==> src/rtl/dre_pkg.sv <==
package dre_pkg;
  localparam int unsigned GAIN_W = 4;
  localparam int unsigned CODE_W = 4;
  localparam int unsigned COEF_W = 16;
  localparam int unsigned COEF_FRAC = 15;

  // Q1.15 unsigned: round(32768 * 10^(-g/10))
  function automatic logic [COEF_W-1:0] att_coef(input logic [GAIN_W-1:0] g);
    case (g)
      4'd0:  return 16'd32768;
      4'd1:  return 16'd26029;
      4'd2:  return 16'd20675;
      4'd3:  return 16'd16423;
      4'd4:  return 16'd13045;
      4'd5:  return 16'd10362;
      4'd6:  return 16'd8231;
      4'd7:  return 16'd6538;
      4'd8:  return 16'd5193;
      4'd9:  return 16'd4125;
      4'd10: return 16'd3277;
      4'd11: return 16'd2603;
      4'd12: return 16'd2068;
      4'd13: return 16'd1642;
      4'd14: return 16'd1305;
      default: return 16'd1036;
    endcase
  endfunction

  function automatic logic [CODE_W-1:0] thr_fold(input logic [CODE_W-1:0] c);
    return (c > 4'd9) ? 4'd7 : c;
  endfunction

  function automatic logic [GAIN_W-1:0] ceil_of(input logic [CODE_W-1:0] c);
    return ((c == 4'hF) ? 4'd11 : c) + 4'd1;
  endfunction
endpackage

==> src/rtl/dre_cfg_decode.sv <==
module dre_cfg_decode
  import dre_pkg::*;
#(
  parameter int unsigned DATA_W = 16
) (
  input  logic [CODE_W-1:0] thr_code_i,
  input  logic [CODE_W-1:0] maxg_code_i,
  output logic [DATA_W-1:0] thr_lvl_o,
  output logic [DATA_W-1:0] hyst_lvl_o,
  output logic [GAIN_W-1:0] ceil_o
);
  localparam logic [DATA_W-1:0] FULL = {1'b1, {(DATA_W-1){1'b0}}};

  logic [CODE_W:0] shamt;

  always_comb begin
    shamt      = {1'b0, thr_fold(thr_code_i)} + 5'd2;
    thr_lvl_o  = FULL >> shamt;
    hyst_lvl_o = thr_lvl_o << 1;
    ceil_o     = ceil_of(maxg_code_i);
  end
endmodule

==> src/rtl/dre_atten.sv <==
module dre_atten
  import dre_pkg::*;
#(
  parameter int unsigned DATA_W = 16
) (
  input  logic                     clk_i,
  input  logic                     rst_ni,
  input  logic                     valid_i,
  input  logic signed [DATA_W-1:0] x_i,
  input  logic [GAIN_W-1:0]        gain_i,
  output logic [DATA_W-1:0]        mag_o,
  output logic                     y_valid_o,
  output logic signed [DATA_W-1:0] y_o
);
  localparam int unsigned PW = DATA_W + COEF_W + 1;
  localparam logic signed [PW-1:0] HALF = PW'(1) <<< (COEF_FRAC - 1);
  localparam logic signed [PW-1:0] YMAX = (PW'(1) <<< (DATA_W - 1)) - PW'(1);
  localparam logic signed [PW-1:0] YMIN = -(PW'(1) <<< (DATA_W - 1));

  logic [COEF_W-1:0]        coef;
  logic signed [PW-1:0]     prod, rnd, shf;
  logic signed [DATA_W-1:0] y_c;
  logic [DATA_W-1:0]        y_u;

  always_comb begin
    coef = att_coef(gain_i);
    prod = PW'(x_i) * PW'(signed'({1'b0, coef}));
    rnd  = prod + HALF;
    shf  = rnd >>> COEF_FRAC;
    if (shf > YMAX)      y_c = YMAX[DATA_W-1:0];
    else if (shf < YMIN) y_c = YMIN[DATA_W-1:0];
    else                 y_c = shf[DATA_W-1:0];
    y_u   = y_c;
    mag_o = y_u[DATA_W-1] ? (~y_u + DATA_W'(1)) : y_u;
  end

  always_ff @(posedge clk_i or negedge rst_ni) begin
    if (!rst_ni) begin
      y_valid_o <= 1'b0;
      y_o       <= '0;
    end else begin
      y_valid_o <= valid_i;
      if (valid_i) y_o <= y_c;
    end
  end

  a_r8_strobe_follows: assert property (@(posedge clk_i) disable iff (!rst_ni)
    valid_i |=> y_valid_o);
  a_r8_no_spurious: assert property (@(posedge clk_i) disable iff (!rst_ni)
    !valid_i |=> !y_valid_o);
endmodule

==> src/rtl/dre_envelope.sv <==
module dre_envelope #(
  parameter int unsigned DATA_W   = 16,
  parameter int unsigned DECAY_N  = 4,
  parameter int unsigned DECAY_SH = 3
) (
  input  logic              clk_i,
  input  logic              rst_ni,
  input  logic              valid_i,
  input  logic [DATA_W-1:0] mag_i,
  output logic [DATA_W-1:0] env_next_o
);
  logic [DATA_W-1:0] env_q, decayed;
  logic              decay_now;

  generate
    if (DECAY_N > 1) begin : g_cnt
      localparam int unsigned CW = $clog2(DECAY_N);
      logic [CW-1:0] cnt_q;
      assign decay_now = (cnt_q == CW'(DECAY_N - 1));
      always_ff @(posedge clk_i or negedge rst_ni) begin
        if (!rst_ni)      cnt_q <= '0;
        else if (valid_i) cnt_q <= decay_now ? '0 : cnt_q + CW'(1);
      end
    end else begin : g_every
      assign decay_now = 1'b1;
    end
  endgenerate

  always_comb begin
    decayed    = decay_now ? (env_q - (env_q >> DECAY_SH)) : env_q;
    env_next_o = (mag_i > decayed) ? mag_i : decayed;
  end

  always_ff @(posedge clk_i or negedge rst_ni) begin
    if (!rst_ni)      env_q <= '0;
    else if (valid_i) env_q <= env_next_o;
  end

  a_r9_peak_held: assert property (@(posedge clk_i) disable iff (!rst_ni)
    valid_i |=> env_q >= $past(mag_i));
  a_r9_idle_stable: assert property (@(posedge clk_i) disable iff (!rst_ni)
    !valid_i |=> $stable(env_q));
endmodule

==> src/rtl/dre_gain_step.sv <==
module dre_gain_step
  import dre_pkg::*;
#(
  parameter int unsigned LVL_W = 16
) (
  input  logic              clk_i,
  input  logic              rst_ni,
  input  logic              active_i,
  input  logic              valid_i,
  input  logic              hot_i,
  input  logic [LVL_W-1:0]  env_i,
  input  logic [LVL_W-1:0]  thr_i,
  input  logic [LVL_W-1:0]  hyst_i,
  input  logic [GAIN_W-1:0] ceil_i,
  output logic [GAIN_W-1:0] gain_o
);
  localparam logic [GAIN_W-1:0] ONE = GAIN_W'(1);

  logic [GAIN_W-1:0] gain_q, gain_d;

  always_comb begin
    gain_d = gain_q;
    if (!active_i) begin
      gain_d = '0;
    end else if (valid_i) begin
      if (hot_i)                gain_d = '0;
      else if (gain_q > ceil_i) gain_d = ceil_i;
      else if (env_i >= hyst_i) begin
        if (gain_q != '0) gain_d = gain_q - ONE;
      end else if (env_i < thr_i && gain_q < ceil_i) gain_d = gain_q + ONE;
    end else if (gain_q > ceil_i) begin
      gain_d = ceil_i;
    end
  end

  always_ff @(posedge clk_i or negedge rst_ni) begin
    if (!rst_ni) gain_q <= '0;
    else         gain_q <= gain_d;
  end

  assign gain_o = gain_q;

  a_r6_inactive_zero: assert property (@(posedge clk_i) disable iff (!rst_ni)
    !active_i |=> gain_q == '0);
  a_r11_hot_cut: assert property (@(posedge clk_i) disable iff (!rst_ni)
    (valid_i && active_i && hot_i) |=> gain_q == '0);
  a_r12_clamp: assert property (@(posedge clk_i) disable iff (!rst_ni)
    (active_i && gain_q > ceil_i) |=> gain_q <= $past(ceil_i));
  a_r10_single_step: assert property (@(posedge clk_i) disable iff (!rst_ni)
    (valid_i && active_i && !hot_i && gain_q <= ceil_i) |=>
      ({1'b0, gain_q} <= {1'b0, $past(gain_q)} + 5'd1) &&
      ({1'b0, gain_q} + 5'd1 >= {1'b0, $past(gain_q)}));
endmodule

==> src/rtl/dre_gain_ctrl.sv <==
module dre_gain_ctrl
  import dre_pkg::*;
#(
  parameter int unsigned DATA_W   = 16,
  parameter int unsigned DECAY_N  = 4,
  parameter int unsigned DECAY_SH = 3
) (
  input  logic                     clk_i,
  input  logic                     rst_ni,
  input  logic                     sample_valid_i,
  input  logic signed [DATA_W-1:0] sample_i,
  input  logic [3:0]               thr_code_i,
  input  logic [3:0]               maxg_code_i,
  input  logic                     chan_en_i,
  input  logic                     high_rate_i,
  output logic [3:0]               gain_o,
  output logic                     out_valid_o,
  output logic signed [DATA_W-1:0] out_sample_o
);
  localparam logic [DATA_W-1:0] HOT_LVL = {2'b01, {(DATA_W-2){1'b0}}};

  logic [DATA_W-1:0] thr_lvl, hyst_lvl, y_mag, env_next, x_u, x_mag;
  logic [GAIN_W-1:0] ceil_steps;
  logic              active, hot;

  always_comb begin
    active = chan_en_i & ~high_rate_i;
    x_u    = sample_i;
    x_mag  = x_u[DATA_W-1] ? (~x_u + DATA_W'(1)) : x_u;
    hot    = (x_mag >= HOT_LVL);
  end

  dre_cfg_decode #(.DATA_W(DATA_W)) u_decode (
    .thr_code_i (thr_code_i),
    .maxg_code_i(maxg_code_i),
    .thr_lvl_o  (thr_lvl),
    .hyst_lvl_o (hyst_lvl),
    .ceil_o     (ceil_steps)
  );

  dre_atten #(.DATA_W(DATA_W)) u_atten (
    .clk_i    (clk_i),
    .rst_ni   (rst_ni),
    .valid_i  (sample_valid_i),
    .x_i      (sample_i),
    .gain_i   (gain_o),
    .mag_o    (y_mag),
    .y_valid_o(out_valid_o),
    .y_o      (out_sample_o)
  );

  dre_envelope #(.DATA_W(DATA_W), .DECAY_N(DECAY_N), .DECAY_SH(DECAY_SH)) u_env (
    .clk_i     (clk_i),
    .rst_ni    (rst_ni),
    .valid_i   (sample_valid_i),
    .mag_i     (y_mag),
    .env_next_o(env_next)
  );

  dre_gain_step #(.LVL_W(DATA_W)) u_step (
    .clk_i   (clk_i),
    .rst_ni  (rst_ni),
    .active_i(active),
    .valid_i (sample_valid_i),
    .hot_i   (hot),
    .env_i   (env_next),
    .thr_i   (thr_lvl),
    .hyst_i  (hyst_lvl),
    .ceil_i  (ceil_steps),
    .gain_o  (gain_o)
  );

  a_r3_gain_ceiling: assert property (@(posedge clk_i) disable iff (!rst_ni)
    $stable(maxg_code_i) && $past(gain_o) <= ceil_steps |-> gain_o <= ceil_steps);
  a_r7_high_rate_idle: assert property (@(posedge clk_i) disable iff (!rst_ni)
    high_rate_i |=> gain_o == 4'd0);
endmodule

==> config.mk <==
export PLATFORM = sky130hd
export DESIGN_NAME = dre_gain_ctrl
export DESIGN_NICKNAME = d
export VERILOG_FILES = /design/src/rtl/dre_pkg.sv /design/src/rtl/dre_cfg_decode.sv /design/src/rtl/dre_atten.sv /design/src/rtl/dre_envelope.sv /design/src/rtl/dre_gain_step.sv /design/src/rtl/dre_gain_ctrl.sv
export SDC_FILE = /design/constraint.sdc
export NUM_CORES = 1
export LEC_CHECK = 0
export BUFFER_PORTS_ARGS = -buffer_cell sky130_fd_sc_hd__buf_2
export CAP_MARGIN = 20
export CORE_ASPECT_RATIO = 1.2
export CORE_MARGIN = 4
export CORE_UTILIZATION = 45
export CTS_CLUSTER_DIAMETER = 30
export DETAILED_ROUTE_END_ITERATION = 6
export GPL_ROUTABILITY_DRIVEN = 0
export PLACE_DENSITY_LB_ADDON = 0.2
export SLEW_MARGIN = 20
export SYNTH_ARGS = -nofsm -noshare
export SYNTH_HDL_FRONTEND = slang
export SYNTH_HIERARCHICAL = 1
export SYNTH_SLANG_ARGS = --single-unit
export TNS_END_PERCENT = 50
==> constraint.sdc <==
create_clock -name clk_i -period 22.3 [get_ports clk_i]
set_clock_uncertainty 0.15 [all_clocks]
set_input_delay 2.23 -clock clk_i [delete_from_list [all_inputs] [get_ports clk_i]]
set_output_delay 2.23 -clock clk_i [all_outputs]
set_load 0.05 [all_outputs]
==> flow_summary.toml <==
[run]
cap_violations = 0

[detailed_routing]
drt_wl_total_mm = 39.8
vias = 12300
drt_iter0_drc = 720
drcViolationCount = 0
wl_per_cell_um = 18.1
via_per_inst = 5.60
first_pass_iters = 5
postRouteAntennaNets = 0

[clock_network]
cts_setup_buffers = 0
postCtsHoldBufs = 0
cts_buffers = 5
clk_path_buf_depth = 2
h-tree-depth = 2
clock_latency_ps = 290
clk_pin_slew_ps = 70
cts_tree = "yes"
clock_sinks = 39
cts_root_buf = "clkbuf_16"
post_cts_resized = 0

[final_layout]
syn_to_final_growth_pct = 4.63
nets = 2210
diodes = 0
drive_above_1_share_pct = 7.09

[critical_path]
r2r-start = "u_step/gain_o[0]"
crit_path_start = "sample_i[15]"
worstSetupPathType = "in2reg"
required_ps = 22360
crit_path_start_kind = "input pin"
regToRegSetupSlack_ps = 7450
path_max_fanout = 18
reg2reg_to = "u_step/gain_o[3]"
max_stage_delay_ps = 600
crit_path_top_delay_cell = "or4_4"
crit_top_cell = "fa_1"
crit_path_end_kind = "register"
crit_path_end = "u_step/gain_o[3]"
cp.arrival_ps = 15140
reg2reg_depth = 46

[timing]
whs_ps = 369
setup_tns_ps = 0
setup_viol = 0
report.final.slew_viol_count = 0
max_freq_ghz = 0.0663
timing.final.crit_share_pct = 67.6
relSlewSlack_pct = 36.2
tightest_slew_ps = 957
grt_setup_unrepaired = "false"
fin_crit_ps = 15080
hold_violations = 0

[worst_hold_path]
hold_path_depth = 1
hold_start = "u_env/g_cnt.cnt_q[1]"
hp-class = "reg2reg"

[logic_synthesis]
synth_area_per_cell_sq_um = 8.14
synthDistinctLibCells = 90
synthFlopType = "dfrtp_1"
synth.area.top_cells = "fa_1 (27%), ha_1 (17%), inv_1 (8.4%), dfrtp_1 (6.7%), and2_1 (5.1%)"
synth-edff-count = 0
ys_seq_area_share_pct = 6.68
yosys.area.top_type = "fa_1"
synthSimpleGateAreaFrac_pct = 19.3
synth_xor_area_share_pct = 2.33
synth.yosys.warnings = 6
synth_compound_area_share_pct = 13.9
synth_top_family_by_area = "adder cells"
async_reset_ff_share_pct = 100
synth_top_area_share_pct = 26.9
syn_area_sq_mm = 0.0146
muxShareOfSynthArea_pct = 2.65
synth_fa_ha_area_share_pct = 43.6
syn_inst = 1794
ys_seq_elements = 39

[floorplan]
io_pins = 50
rows = 72
die_x_um = 172
core-area_sq_mm = 0.0322
die_h_um = 205
die_area_sq_mm = 0.0354
start_util_pct = 45.4

[global_route]
grtUsageTotal_pct = 22.8
grt_antenna_before_repair = 0
grt_max_degree = 68
grt_pass1_wl_mm = 65.1
grt_pass1_vias = 12600
grt_overflow_total = 0

[placed_design]
hpwl_mm = 32.3
port_buffers = 49

[run_status]
status = "finished, final reports clean"
-- registers in the layout, indices dropped and copies added (netlist names) --
| register | flops |
|---|---|
| u_atten/y_o | 16 |
| u_step/gain_o | 4 |
| u_env/g_cnt.cnt_q | 2 |
| u_atten/y_valid_o | 1 |
| u_env/env_q | 16 |
-- stage by stage --
stage	area [sq um]	setup WS [ps]	utilization (%)	std cells
2_1_floorplan	14600	8580	-	1805
3_3_place_gp	15100	7280	47.0	2190
3_5_place_dp	15100	7020	47.0	2190
4_1_cts	15300	7260	47.5	2198
5_1_grt	15300	6380	47.5	2198
6_report	15300	7220	47.5	2198
-- logic make-up after synthesis --
| family | Yosys count |
|---|---|
| compound gates | 315 |
| mux | 35 |
| buf+inv | 418 |
| xor+xnor | 38 |
| fa+ha+maj | 391 |
| flops | 39 |
| simple gates | 557 |
| other cells | 1 |
-- layer usage --
metal  routed length, um  global-route usage [%]  up-vias  share of wire (%)
met5                   0                       0        -                  0
met4                1390                    6.96        0                3.5
li1                    -                       -     5818                  -
met2               20800                    42.1      318                 52
met1               16300                    28.5     6098                 41
met3                1310                    1.15       79                3.3
-- worst max-delay path: cells and delay by family --
kind | cells | cell delay (ps)
xor gates and xnor gates | 3 | 780
AOI/OAI and AO/OA | 15 | 3600
muxes | 2 | 670
and+or+nand+nor | 8 | 2100
adders and majority gates | 11 | 4790
buffers and inverters | 5 | 920
-- placed cells by master (no fill, tap or decap), drive strengths merged, types with 12 or more instances in the layout --
master / Yosys / routed
buf: 29 / 70
nor2b: 13 / 13
a211oi: 12 / 12
o21ai: 58 / 58
ha: 195 / 195
a31oi: 23 / 23
nand2b: 16 / 16
nand2: 196 / 196
mux2i: 18 / 18
xor2: 12 / 12
fa: 196 / 196
nand4: 16 / 16
a21o: 23 / 23
nor2: 88 / 88
a21oi: 115 / 115
inv: 326 / 327
nor3: 25 / 25
conb: 1 / 12
dfrtp: 39 / 39
mux2: 16 / 16
and2: 123 / 123
nand3: 22 / 22
xnor2: 26 / 26
-- worst min-delay path by stage --
stage                           end
5_1_grt              u_env/env_q[0]
6_report       u_env/g_cnt.cnt_q[1]
3_5_place_dp         u_env/env_q[0]
3_3_place_gp   u_env/g_cnt.cnt_q[1]
4_1_cts              u_env/env_q[0]
2_1_floorplan        u_env/env_q[0]
-- layout make-up --
cell class              instances  area [sq um]
clock buffers                   5           125
multi-input cells            1348         12000
fillers                      3215         16900
flip-flops and latches         39           976
clock inverters                 3          47.5
inverters                     326          1220
repair buffers                 70           403
well taps                     407           509
-- Yosys cell counts (all sizes together), types with 4 or more instances --
library cell,number
a31o,4
nor3,25
buf,29
a311o,4
mux2,16
nand4,16
a221oi,5
clkbuf,63
ha,195
or3,11
fa,196
xnor2,26
nand2b,16
xor2,12
inv,326
nand3,22
o211ai,7
or2,5
a21o,23
nor3b,6
mux2i,18
o21a,10
dfrtp,39
o31ai,7
o21bai,4
nor2,88
nor4,7
and3,8
nand2,196
nor2b,13
a31oi,23
a211oi,12
a21oi,115
o22ai,4
and4,8
o31a,4
o21ai,58
and2,123
Power is not shown: default switching activity piles up to over one toggle a cycle in this logic, so the estimate is an artifact.
